**src/rtl/ifc_pkg.sv**
```systemverilog
package ifc_pkg;
  parameter logic [31:0] IRQ_VEC       = 32'h18;
  parameter logic [31:0] FIQ_VEC       = 32'h1C;
  parameter logic [31:0] SLOT_BASE     = 32'h20;
  parameter int unsigned SLOTS_PER_GRP = 6;
  parameter int unsigned GRP_WORDS     = 8;

  typedef enum logic [1:0] {
    SEL_CTRL = 2'd0,
    SEL_MASK = 2'd1,
    SEL_PEND = 2'd2,
    SEL_SRV  = 2'd3
  } reg_sel_e;

  function automatic logic [31:0] slot_addr(input int unsigned n);
    return SLOT_BASE + 32'(4 * GRP_WORDS * (n / SLOTS_PER_GRP))
                     + 32'(4 * (n % SLOTS_PER_GRP));
  endfunction
endpackage

```
**src/rtl/ifc_pend_latch.sv**
```systemverilog
module ifc_pend_latch #(
  parameter int unsigned N = 26
) (
  input  logic         clk_i,
  input  logic         rst_ni,
  input  logic [N-1:0] src_i,
  input  logic [N-1:0] clr_i,
  output logic [N-1:0] pend_o
);
  logic [N-1:0] src_q, pend_q, rise;

  assign rise   = src_i & ~src_q;
  assign pend_o = pend_q;

  always_ff @(posedge clk_i or negedge rst_ni) begin
    if (!rst_ni) begin
      src_q  <= '0;
      pend_q <= '0;
    end else begin
      src_q  <= src_i;
      pend_q <= (pend_q & ~clr_i) | rise;  // edge beats clear
    end
  end

  a_r2_edge_sets: assert property (@(posedge clk_i) disable iff (!rst_ni)
    (rise != '0) |=> ((pend_q & $past(rise)) == $past(rise)));
  a_r6_clear_drops: assert property (@(posedge clk_i) disable iff (!rst_ni)
    ((clr_i & ~rise) != '0) |=> ((pend_q & $past(clr_i & ~rise)) == '0));
  a_r11_set_wins: assert property (@(posedge clk_i) disable iff (!rst_ni)
    ((clr_i & rise) != '0) |=> ((pend_q & $past(clr_i & rise)) == $past(clr_i & rise)));
endmodule

```
**src/rtl/ifc_prio_pick.sv**
```systemverilog
module ifc_prio_pick #(
  parameter int unsigned N  = 26,
  parameter int unsigned IW = $clog2(N)
) (
  input  logic [N-1:0]  req_i,
  output logic [N-1:0]  grant_o,
  output logic [IW-1:0] idx_i_o,
  output logic          any_o
);
  logic [N:0] taken;
  assign taken[0] = 1'b0;

  for (genvar g = 0; g < N; g++) begin : g_chain
    assign grant_o[g]  = req_i[g] & ~taken[g];
    assign taken[g+1]  = taken[g] | req_i[g];
  end

  assign any_o = taken[N];

  always_comb begin
    idx_i_o = '0;
    for (int i = 0; i < N; i++)
      if (grant_o[i]) idx_i_o = idx_i_o | IW'(i);
    a_r4_grant_onehot: assert ($onehot0(grant_o));
  end
endmodule

```
**src/rtl/ifc_regs.sv**
```systemverilog
module ifc_regs
  import ifc_pkg::*;
#(
  parameter int unsigned N  = 26,
  parameter int unsigned DW = 32
) (
  input  logic          clk_i,
  input  logic          rst_ni,
  input  logic          we_i,
  input  logic [1:0]    sel_i,
  input  logic [DW-1:0] wdata_i,
  input  logic [N-1:0]  pend_i,
  input  logic [N-1:0]  service_i,
  output logic          vect_o,
  output logic [N-1:0]  mask_o,
  output logic [N-1:0]  clr_o,
  output logic [DW-1:0] rdata_o
);
  logic         vect_q;
  logic [N-1:0] mask_q;
  reg_sel_e     sel;
  logic         unused_wbits;

  assign sel          = reg_sel_e'(sel_i);
  assign unused_wbits = ^wdata_i[DW-1:N];

  always_ff @(posedge clk_i or negedge rst_ni) begin
    if (!rst_ni) begin
      vect_q <= 1'b0;
      mask_q <= '1;
    end else if (we_i) begin
      if (sel == SEL_CTRL) vect_q <= wdata_i[0];
      if (sel == SEL_MASK) mask_q <= wdata_i[N-1:0];
    end
  end

  assign clr_o  = (we_i && sel == SEL_SRV) ? wdata_i[N-1:0] : '0;
  assign vect_o = vect_q;
  assign mask_o = mask_q;

  always_comb begin
    unique case (sel)
      SEL_CTRL: rdata_o = DW'(vect_q);
      SEL_MASK: rdata_o = DW'(mask_q);
      SEL_PEND: rdata_o = DW'(pend_i);
      default:  rdata_o = DW'(service_i);
    endcase
  end

  a_r12_ctrl_write: assert property (@(posedge clk_i) disable iff (!rst_ni)
    (we_i && sel == SEL_CTRL) |=> (vect_q == $past(wdata_i[0])));
  a_r12_mask_hold: assert property (@(posedge clk_i) disable iff (!rst_ni)
    !(we_i && sel == SEL_MASK) |=> $stable(mask_q));
endmodule

```
**src/rtl/ifc_fetch_remap.sv**
```systemverilog
module ifc_fetch_remap
  import ifc_pkg::*;
#(
  parameter int unsigned N  = 26,
  parameter int unsigned AW = 32,
  parameter int unsigned IW = $clog2(N)
) (
  input  logic          vect_i,
  input  logic          active_i,
  input  logic [IW-1:0] idx_i,
  input  logic [AW-1:0] addr_i,
  output logic [AW-1:0] addr_o
);
  logic [AW-1:0] slot_tbl [N];
  logic          hit;
  logic [AW-1:0] word_off;

  for (genvar g = 0; g < N; g++) begin : g_slot
    assign slot_tbl[g] = AW'(slot_addr(g));
  end

  assign hit      = vect_i && active_i && (addr_i == AW'(IRQ_VEC));
  assign addr_o   = hit ? slot_tbl[idx_i] : addr_i;
  assign word_off = (addr_o - AW'(SLOT_BASE)) >> 2;

  always_comb begin
    if (hit) begin
      a_r8_no_reserved_slot: assert ((word_off % AW'(GRP_WORDS)) < AW'(SLOTS_PER_GRP));
    end
    if (addr_i == AW'(FIQ_VEC)) begin
      a_r9_fiq_untouched: assert (addr_o == addr_i);
    end
  end
endmodule

```
**src/rtl/ifc_vec_ctrl.sv**
```systemverilog
module ifc_vec_ctrl
  import ifc_pkg::*;
#(
  parameter int unsigned N_SRC      = 26,
  parameter int unsigned AW         = 32,
  parameter int unsigned DW         = 32,
  parameter int unsigned SHARED_IDX = 4
) (
  input  logic             clk_i,
  input  logic             rst_ni,
  input  logic [N_SRC-1:0] irq_src_i,
  input  logic             shared_sub_busy_i,
  input  logic             reg_we_i,
  input  logic [1:0]       reg_sel_i,
  input  logic [DW-1:0]    reg_wdata_i,
  output logic [DW-1:0]    reg_rdata_o,
  output logic             irq_o,
  input  logic [AW-1:0]    cpu_fetch_addr_i,
  output logic [AW-1:0]    mem_fetch_addr_o
);
  localparam int unsigned IW = $clog2(N_SRC);
  localparam logic [N_SRC-1:0] SHARED_BIT = N_SRC'(1) << SHARED_IDX;

  logic [N_SRC-1:0] pend, mask, clr_raw, clr_eff, grant, service_q, service_d;
  logic [IW-1:0]    srv_idx, grant_idx_unused;
  logic             vect, grant_any_unused;

  // shared source keeps its pending bit until its sub-pending state is gone
  assign clr_eff = clr_raw & ~(shared_sub_busy_i ? SHARED_BIT : '0);

  ifc_regs #(.N(N_SRC), .DW(DW)) u_regs (
    .clk_i     (clk_i),
    .rst_ni    (rst_ni),
    .we_i      (reg_we_i),
    .sel_i     (reg_sel_i),
    .wdata_i   (reg_wdata_i),
    .pend_i    (pend),
    .service_i (service_q),
    .vect_o    (vect),
    .mask_o    (mask),
    .clr_o     (clr_raw),
    .rdata_o   (reg_rdata_o)
  );

  ifc_pend_latch #(.N(N_SRC)) u_pend (
    .clk_i  (clk_i),
    .rst_ni (rst_ni),
    .src_i  (irq_src_i),
    .clr_i  (clr_eff),
    .pend_o (pend)
  );

  ifc_prio_pick #(.N(N_SRC), .IW(IW)) u_pick (
    .req_i   (pend & ~mask & ~clr_eff),
    .grant_o (grant),
    .idx_i_o (grant_idx_unused),
    .any_o   (grant_any_unused)
  );

  assign service_d = (service_q != '0) ? (service_q & ~clr_eff) : grant;

  always_ff @(posedge clk_i or negedge rst_ni) begin
    if (!rst_ni) service_q <= '0;
    else         service_q <= service_d;
  end

  always_comb begin
    srv_idx = '0;
    for (int i = 0; i < N_SRC; i++)
      if (service_q[i]) srv_idx = srv_idx | IW'(i);
  end

  assign irq_o = (service_q != '0);

  ifc_fetch_remap #(.N(N_SRC), .AW(AW), .IW(IW)) u_remap (
    .vect_i   (vect),
    .active_i (irq_o),
    .idx_i    (srv_idx),
    .addr_i   (cpu_fetch_addr_i),
    .addr_o   (mem_fetch_addr_o)
  );

  a_r4_service_onehot: assert property (@(posedge clk_i) disable iff (!rst_ni)
    $onehot0(service_q));
  a_r5_service_frozen: assert property (@(posedge clk_i) disable iff (!rst_ni)
    (service_q != '0 && (service_q & clr_eff) == '0) |=> $stable(service_q));
  a_r3_masked_never_won: assert property (@(posedge clk_i) disable iff (!rst_ni)
    (service_q == '0) |=> ((service_q & $past(mask)) == '0));
  a_r7_remap_hit: assert property (@(posedge clk_i) disable iff (!rst_ni)
    (vect && irq_o && cpu_fetch_addr_i == AW'(IRQ_VEC)) |-> (mem_fetch_addr_o != cpu_fetch_addr_i));
  a_r10_shared_hold: assert property (@(posedge clk_i) disable iff (!rst_ni)
    (shared_sub_busy_i && pend[SHARED_IDX]) |=> pend[SHARED_IDX]);
endmodule

```
**config.mk**
```make
export PLATFORM = sky130hd
export DESIGN_NAME = ifc_vec_ctrl
export DESIGN_NICKNAME = d
export VERILOG_FILES = /design/src/rtl/ifc_pkg.sv /design/src/rtl/ifc_pend_latch.sv /design/src/rtl/ifc_prio_pick.sv /design/src/rtl/ifc_regs.sv /design/src/rtl/ifc_fetch_remap.sv /design/src/rtl/ifc_vec_ctrl.sv
export SDC_FILE = /design/constraint.sdc
export NUM_CORES = 1
export LEC_CHECK = 0
export BUFFER_PORTS_ARGS = -buffer_cell sky130_fd_sc_hd__buf_2
export CAP_MARGIN = 40
export CORE_UTILIZATION = 45
export DETAILED_ROUTE_END_ITERATION = 10
export PLACE_DENSITY = 0.79
export SYNTH_ARGS = -nofsm -noshare
export SYNTH_HDL_FRONTEND = slang
export SYNTH_HIERARCHICAL = 1
export SYNTH_SLANG_ARGS = --single-unit
```
**constraint.sdc**
```tcl
create_clock -name clk_i -period 2.9 [get_ports clk_i]
set_clock_uncertainty 0.15 [all_clocks]
set_input_delay 0.435 -clock clk_i [delete_from_list [all_inputs] [get_ports clk_i]]
set_output_delay 0.435 -clock clk_i [all_outputs]
set_load 0.01 [all_outputs]
```
# Yosys cells after proc, flatten, opt, wreduce, memory -nomap -nowiden
# Memory sizes are Yosys's and may differ from the RTL's.
# Index checks and enable logic that the tools add are counted.
# totals
memories,1
output_inout_bits,65
mem_bits_ro,1024
wordCells,142
in_bits,96
regBits,105
# classes
n_reduce_logical,7
n_eq_ne,6
magnitude_cmp,1
n_mux,36
bitwise,86
# mem_list
memory,depth,width,rd,rd_clocked_by_memory_dff,wr,line,source
(no name shown),32,32,1,0,0,ifc_fetch_remap.sv:23,assign addr_o = hit ? slot_tbl[idx_i] : addr_i;
# op_table
op,n
26-bit AND,6
26-bit 2-to-1 mux,4
32-bit 2-to-1 mux,3
26-bit inverter,3
26-bit case mux with 3 select lines,1
5-bit 2-to-1 mux,11
"32-bit by 5-bit equality test with 1-bit output, second input constant",1
4-bit 2-to-1 mux,8
5-bit inverter with 26-bit output,1
26-bit bitwise OR,1
26-bit nonzero test,1
1-bit AND,25
1-bit inverter,25
1-bit bitwise OR,24
3-bit 2-to-1 mux,4
"6-bit greater-or-equal comparator, second input constant",1
5-bit inverter with 6-bit output,1
"2-bit equality test, second input constant",2
2-bit 2-to-1 mux,2
"2-bit by 1-bit inequality test with 1-bit output, second input constant",2
2-bit AND reduction,2
1-bit logical AND,3
1-bit 2-to-1 mux,3
"2-bit by 1-bit equality test with 1-bit output, second input constant",1
2-bit zero test,1

# Longest topological paths before layout
# Gate-level depths: netlist (run 1).
# depth
word_depth,33
mapped_depth,11
ltp_nobuf,10

# Modules after synthesis
# Netlist (run 1), hierarchy kept.
# by_module_without_submodules
mod,area_each_um2,cells_per_inst,seq_area_each_um2,instances
ifc_regs,1860.5,156,708.2,1
ifc_pend_latch,1821.7,130,1301.2,1
ifc_vec_ctrl,1717.9,160,650.6,1
ifc_prio_pick,611.8,92,0.0,1
ifc_fetch_remap,460.4,67,0.0,1

# Worst setup path after synthesis (run 1)
# OpenSTA, ideal clock, no wires.
# synth_timing
path_type,input port to flip-flop
startpoint,input port reg_we_i
endpoint,register service_q[25]
arrival_time_ns,2.859
required_time_ns,2.667
setup_time_ns,0.083
cell_stages,11
setup_slack_ns,-0.193
path_buffers,2
path_cell_list,and3_1 clkbuf_1 clkbuf_1 and2_1 nor3b_1 or4_4 or4_4 nor3_4 and4b_1 nand4_1 o22ai_1
# synth_via
word_cells_on_any_way,33
cone_classes,mux (2); bitwise (30); reduce/logical (1)
# synth_rtl
element,line,source
"start, declared",ifc_vec_ctrl.sv:13,"input logic reg_we_i,"
1-bit logical AND,ifc_regs.sv:37,assign clr_o = (we_i && sel == SEL_SRV) ? wdata_i[N-1:0] : '0;
26-bit 2-to-1 mux,ifc_regs.sv:37,
26-bit AND,ifc_vec_ctrl.sv:29,assign clr_eff = clr_raw & ~(shared_sub_busy_i ? SHARED_BIT : '0);
net clr_eff[14],ifc_vec_ctrl.sv:24,"logic [N_SRC-1:0] pend, mask, clr_raw, clr_eff, grant, service_q, service_d;"
26-bit inverter,ifc_vec_ctrl.sv:54,".req_i (pend & ~mask & ~clr_eff),"
26-bit AND,ifc_vec_ctrl.sv:54,
1-bit bitwise OR (11 in series),ifc_prio_pick.sv:15,assign taken[g+1] = taken[g] | req_i[g];
1-bit inverter,ifc_prio_pick.sv:14,assign grant_o[g] = req_i[g] & ~taken[g];
1-bit AND,ifc_prio_pick.sv:14,
net grant[25],ifc_vec_ctrl.sv:24,
26-bit 2-to-1 mux,ifc_vec_ctrl.sv:60,assign service_d = (service_q != '0) ? (service_q & ~clr_eff) : grant;
net service_d[25],ifc_vec_ctrl.sv:24,
"end signal, assigned",ifc_vec_ctrl.sv:64,else service_q <= service_d;
"end, declared",ifc_vec_ctrl.sv:24,
# The timed path passes the listed nets, and every way through them passes these cells.
# A chain may end at the register's enable or synchronous reset.

# Final worst setup path (run 1)
# layout_timing
startpoint,register service_q[11]
endpoint,output port mem_fetch_addr_o[3]
# layout_via
elab_chain_len,20
word_cells_on_any_way,23
cone_classes,mux (18); bitwise (1); reduce/logical (3); memory (1)
# layout_lines
element,line,source
4-bit 2-to-1 mux (5 in series),ifc_vec_ctrl.sv:70,if (service_q[i]) srv_idx = srv_idx | IW'(i);
5-bit 2-to-1 mux (10 in series),ifc_vec_ctrl.sv:70,
net srv_idx[1],ifc_vec_ctrl.sv:25,"logic [IW-1:0] srv_idx, grant_idx_unused;"
5-bit inverter with 6-bit output (not written as such),ifc_fetch_remap.sv:23,
memory 32 x 32 bit,-,
32-bit 2-to-1 mux (not written as such) (2 in series),ifc_fetch_remap.sv:23,
32-bit 2-to-1 mux,ifc_fetch_remap.sv:23,
"end, declared",ifc_vec_ctrl.sv:19,output logic [AW-1:0] mem_fetch_addr_o
# The timed path passes the listed nets, and every way through them passes these cells. The select of a mux whose other input is x is not followed.

==> run summary, run 1 <==
The flow ran to the end, but the final reports show violations. The checks that failed: setup timing. The die width is 120.1 um. The die outline area is 14410 um2. The number of levels the H-tree was split into came out at 3.

The count of buffers added on input and output ports is 148. The peak supply drop came out at 0.4071 mV. The worst setup path is captured at a primary output.

The routed layout has 5030 vias. The initial antenna violation count came out at 1. The shortest clock period the worst path allows after layout came out at 3246 ps.

After detailed placement, the design holds a cell count of 892. The core area came out at 13400 um2. The number of global-route vias before repair is 5389. For this block, the initial DRC count from the detailed router was 228. In this run the worst path has a maximum fanout of 3. The setup slack after layout came out at -345.5 ps.

The worst register-to-register path ends at service_q[24]. The final-report hold violation count is 0. The power density relative to cell area came out at 643.3 nW/um2. The wire length per cell came out at 18.19 um. The clock insertion delay at the later pin of the skew report is 350 ps.

The fmax is 0.3081 GHz. The actual slew at the worst max-slew pin came out at 695.9 ps. The required time of the critical path is 2320 ps. The summed negative setup slack over all endpoints came out at -1126 ps.

The largest net degree at the start of global routing came out at 65. Summing every instance area after synthesis gives 6272 um2. The max-slew violation count is 0. The placer's final routability congestion estimate is 0.8580. The static leakage power is 3.788 nW. The net total in the final layout came out at 839.

OpenSTA, run right after detailed placement, puts the worst setup slack at -118.7 ps. The depth of the most critical reg-to-reg path came out at 7. The total congestion overflow is 0.

The aggregate routed wire length came out at 16.70 mm. TritonCTS built the clock tree. The count of pins on the block boundary is 161.

The mean area per synthesized cell came out at 11.04 um2. The maximum buffer depth of the clock tree came out at 2. The floorplan die height came out at 120.1 um. The class of the most critical setup path is flop to primary output. The tree is rooted in a clkbuf_16. The final routed DRC violation total came out at 0. The global-route usage over all layers is 0.2402. The final setup violation count is 6. The clock sink total came out at 105. From synthesis to final layout, the design area changed by 25.29%. Setup repair after global routing could not meet its margin everywhere. The number of antenna-violating nets in the routed design came out at 0. The starting density of the core came out at 0.4681.

The total half-perimeter wirelength after legalization and detailed placement came out at 12.16 mm. The ratio of cells with drive above 1 in the final layout is 0.5101. The worst setup path is launched from a flop. The number of fill cells in the layout is 1085. The final period utilization is 1.119. In this run the worst setup path terminates at mem_fetch_addr_o[3]. In this run the critical register-to-register path is launched from u_regs/mask_o[14]. The number of buffers added by the clock tree synthesis step is 9. Data on the critical path arrives at its endpoint at 2660 ps. Measured against its own limit, the worst slew margin works out to 0.5351. The total of warnings raised by yosys came out at 6. The first detailed-routing pass took 7 iterations. After clock tree synthesis, the clock-pin slew on the worst setup and hold paths is 70 ps.

The filler-free cell count of the finished design came out at 918. The number of rows in the core area came out at 42. Synthesis produced a netlist whose cell count is 568. The post-detailed-route via-to-cell ratio is 5.479.

The path class of the tightest hold or removal check is input pin to flop. The first global-routing pass estimated 26.79 mm of wire. The total of max-cap violations is 0. The worst register-to-register path has a setup slack of 370 ps. Tracing the worst setup path back leads to its startpoint at service_q[11].
-- per-stage QoR --
stage               total power, mW  utilization  hold slack, ps  cell area, um2
detailed placement            3.532       0.5479           270.8            7342
finish                        5.056       0.5865           49.83            7859
global placement              3.450       0.5479           263.7            7342
CTS                           5.012       0.5829           47.37            7811
global route                  5.304       0.5865           51.76            7859
floorplan                     2.994            -          -10.59            6295
-- per-layer routing --
metal | GRT usage | wire length, um | up-vias
met5 | 0 | 0 | -
met2 | 0.4246 | 8513 | 207
li1 | - | - | 2326
met1 | 0.2876 | 6659 | 2461
met3 | 0.03517 | 1022 | 36
met4 | 0.1070 | 500 | 0
-- power by group --
group          switching [mW]  internal (mW)  total, mW
Combinational            1.01          0.830       1.84
Sequential              0.173           1.69       1.86
Clock                   0.529          0.824       1.35
Total                    1.71           3.34       5.06
-- final cells by class --
type	count	area [um2]	area share
Multi-Input combinational cell	325	3067	0.3902
Sequential cell	105	2670	0.3398
Timing Repair Buffer	210	1246	0.1586
Inverter	86	322.8	0.04108
Clock buffer	13	270.3	0.03439
Tap cell	176	220.2	0.02802
Clock inverter	2	60.06	0.007642
Antenna cell	1	2.502	0.0003184
-- critical path: stages, from the launching register on --
cell and delay, ps:
dfrtp_1 400, or4_4 530, nor3_4 130, nand4_1 220, ha_2 260, mux2i_1 160
o22ai_1 110, o41a_1 340, buf_2 150
-- state kept, by name (all words and copies together), names as in the netlist --
signal / flops
u_pend/pend_o: 26
service_q: 26
u_pend/src_q: 26
u_regs/mask_o: 26
u_regs/vect_o: 1
-- cell usage in the layout (no fill, tap or decap), types with 4 or more instances in the layout --
master     count
nand2b_1       4
nand4_1       28
buf_4         59
nor2_1        12
buf_2        146
inv_1         84
conb_1         6
dfrtp_1       71
nor4_4        10
o22ai_1        7
nor4_1         6
mux2_2        32
clkbuf_16      9
ha_4           4
and3_1         6
dfrtp_2        8
a22o_1        25
and2_1        29
dfstp_2       26
o22ai_2       46
nor2b_1        4
nor3b_1       30
nand2_1        4
mux2_1        20
-- timing repair --
item	in CTS	in global routing
pin swaps	15	6
setup endpoints to repair	6	6
buffers inserted	8	3
resized for setup	19	11
hold endpoints to repair	31	0
hold buffers	1	0
-- worst min-delay path by stage --
stage | from | endpoint | slack (ps) | cells after the start
final | irq_src_i[11] | u_pend/src_q[11] | 50 | 1
after global routing | irq_src_i[11] | u_pend/src_q[11] | 50 | 1
after CTS | irq_src_i[11] | u_pend/src_q[11] | 50 | 1
after detailed placement | u_pend/src_q[8] | u_pend/pend_o[8] | 270 | 1
after global placement | u_pend/src_q[15] | u_pend/pend_o[15] | 260 | 1
after floorplan | rst_ni | service_q[0] | -10 | 0
(Power assumes the default switching activity.)
==> inputs of run 2 (changes only) <==
Settings changed: CORE_ASPECT_RATIO set to 0.7, PLACE_DENSITY 0.79 to 0.69, SLEW_MARGIN set to 5.
==> run summary, run 2 (synthesized netlist as in run 1, its figures left out) <==
The post-placement setup slack is -79.23 ps. The final setup violation count came out at 6. The start point of the worst min-delay path is irq_src_i[19].

Row generation in the floorplan step produced 35 rows. The final routed DRC violation total came out at 0. The number of cells on the worst reg-to-reg path is 7. Summing all multi-input logic gate instances after layout gives 3028 um2.

The run finished, with violations left. The data arrival time of the worst path came out at 2750 ps. The switching power came out at 1.757 mW. The clock reaches the later pin of the worst-skew pair after 360 ps. The combinational group share of total power came out at 0.381. The endpoint with the worst hold slack is u_pend/src_q[19]. The clock power share is 0.242.

The final reports fail on setup timing. The switching fraction of total power came out at 0.3565. For this configuration, the core starts out at a cell density of 0.4696. The die is 143.1 um wide. The class of the most critical setup path is flop to primary output. The post-detailed-route via-to-cell ratio is 5.304. The largest net degree at the start of global routing is 53.

The ratio of cells with drive above 1 in the final layout is 0.5040. Measured against its own limit, the worst slew margin works out to 0.5210. The internal portion of total power is 3.172 mW. TritonCTS built the clock tree. The final-report hold violation count is 0. The slack of the worst reg-to-reg path came out at 470 ps. Of the available clock period, the critical path in the final layout requires 1.150. The static leakage power came out at 3.787 nW. STA classifies the critical path endpoint as a primary output.

The fmax is 0.2999 GHz. The wire length per cell came out at 17.75 um. The setup slack after layout came out at -434.5 ps. The worst hold path depth is 1. In this run the critical register-to-register path is captured at service_q[25]. In the global route stage, met1 resource usage came out at 0.3109.

The placer's final routability congestion estimate is 0.7883. In this run the remaining antenna-violating nets after routing total 0. The die is 100.8 um tall. The power density relative to cell area is 629.9 nW/um2. The worst hold path belongs to the class input pin to flop. In the global route stage, met2 resource usage came out at 0.4038. The count of input and output buffers came out at 148. The initial antenna violation count came out at 0. The sequential cells in the finished layout cover a total of 2665 um2. The most common library cell in the layout ignoring fill and taps is buf_2. The total half-perimeter wirelength after legalization and detailed placement is 12.01 mm. The layer flagged by global routing as most heavily used is met2. The total of max-cap violations came out at 0. The region available for standard cell placement spans 13360 um2.

The maximum buffer depth of the clock tree is 2. TritonCTS created 9 clock buffers. Across every metal layer, demand over resource in global routing totals 0.2421.

The reg-to-reg critical path startpoint is u_regs/mask_o[14]. VDD sags by at most 0.3343 mV. The number of global-route vias before repair is 5202. The end-of-flow core utilization is 0.5859. For met3 alone, demand over resource in global routing was 0.06176. The cell at the root of the clock tree is clkbuf_16.

The total number of vias is 4949. In the layout the commonest cells are buf_2, inv_1, dfrtp_1. The count of pins on the block boundary is 161.

The number of fill cells in the layout came out at 1114. Setup repair after global routing could not meet its margin everywhere. The repair_antennas step left the layout with diodes totalling 0.

The clock drives 105 sinks. After global routing the overflow that remains totals 0. The sequential group share of total power is 0.378. The shortest clock period the worst path allows after layout is 3335 ps. Data on the critical path is required at its endpoint by 2320 ps. The net total in the final layout is 845. The aggregate routed wire length is 16.56 mm.

The first global-routing pass estimated 26.43 mm of wire. The area growth from synthesis to final layout came out at 24.76%. The die outline area came out at 14420 um2. The actual slew at the worst max-slew pin came out at 716.9 ps.

The length of the first detailed-routing pass in iterations is 7. The first-iteration detailed-routing DRC count came out at 353. In this run the number of H-tree levels came out at 3.

STA classifies the critical path startpoint as a flop. The sum of internal, switching and leakage power is 4.929 mW. The max-slew violation count is 0. The clock-pin slew on the worst setup and hold paths came out at 70 ps. Along the worst path, the maximum fanout reaches 3.
-- run 2: cell count changes in the layout (fill, tap and decap cells not counted), sizes merged --
cell / change
inv: +3
bufinv: -2
clkinvlp: +3
clkbuf: -3
buf: +6
diode: -1
-- run 2: worst max-delay path by stage --
stage	slack [ps]	cells after the start	endpoint	start
floorplan	40	11	service_q[25]	reg_we_i
global placement	-40	11	service_q[24]	reg_we_i
detailed placement	-80	11	service_q[25]	reg_we_i
CTS	-320	11	mem_fetch_addr_o[5]	service_q[7]
global route	-480	8	mem_fetch_addr_o[3]	service_q[7]
finish	-430	8	mem_fetch_addr_o[3]	service_q[7]
-- run 2: area by class of cell --
class	count	share of cell area
Multi-Input combinational cell	325	0.3870
Tap cell	185	0.02958
Clock inverter	6	0.006236
Timing Repair Buffer	216	0.1649
Sequential cell	105	0.3406
Clock buffer	10	0.03054
Inverter	86	0.04125
-- run 2: through the flow --
stage / TNS, ps / hold WS (ps) / area (um2) / cells
6_report: -1698 / 40.04 / 7825 / 933
5_1_grt: -2027 / 32.14 / 7825 / 933
4_1_cts: -1411 / 34.97 / 7807 / 933
3_5_place_dp: -191.4 / 270.0 / 7371 / 905
3_3_place_gp: -113.1 / 264.4 / 7371 / 905
2_1_floorplan: 0 / -10.59 / 6295 / 573
-- run 2: critical path, stage by stage, from the launching register on --
cell	delay [ps]
dfrtp_1	390
or4_4	550
nor3_4	150
nand4_1	280
ha_2	300
mux2i_1	150
o22ai_1	120
o41a_1	320
buf_2	150
-- run 2: routing by layer --
metal	part of all wire	wire length [um]	vias to the layer above
met3	0.065	1070	19
met1	0.45	7495	2412
li1	-	-	2353
met2	0.47	7787	165
met5	0	0	-
met4	0.012	204	0
-- run 2: repair_timing --
item,4_1_cts,5_1_grt
resized for setup,18,7
endpoints found under the setup margin,6,6
hold buffers,1,0
pin swaps,7,6
setup buffers,12,3
endpoints found under the hold margin,5,0
-- run 2: power by group through the flow --
stage,combinational [mW],sequential [mW],clock [mW]
after floorplan,1.16,1.83,0
after global placement,1.63,1.87,0
after detailed placement,1.68,1.88,0
after CTS,1.84,1.86,1.22
after global routing,2.03,1.89,1.27
final,1.88,1.86,1.19
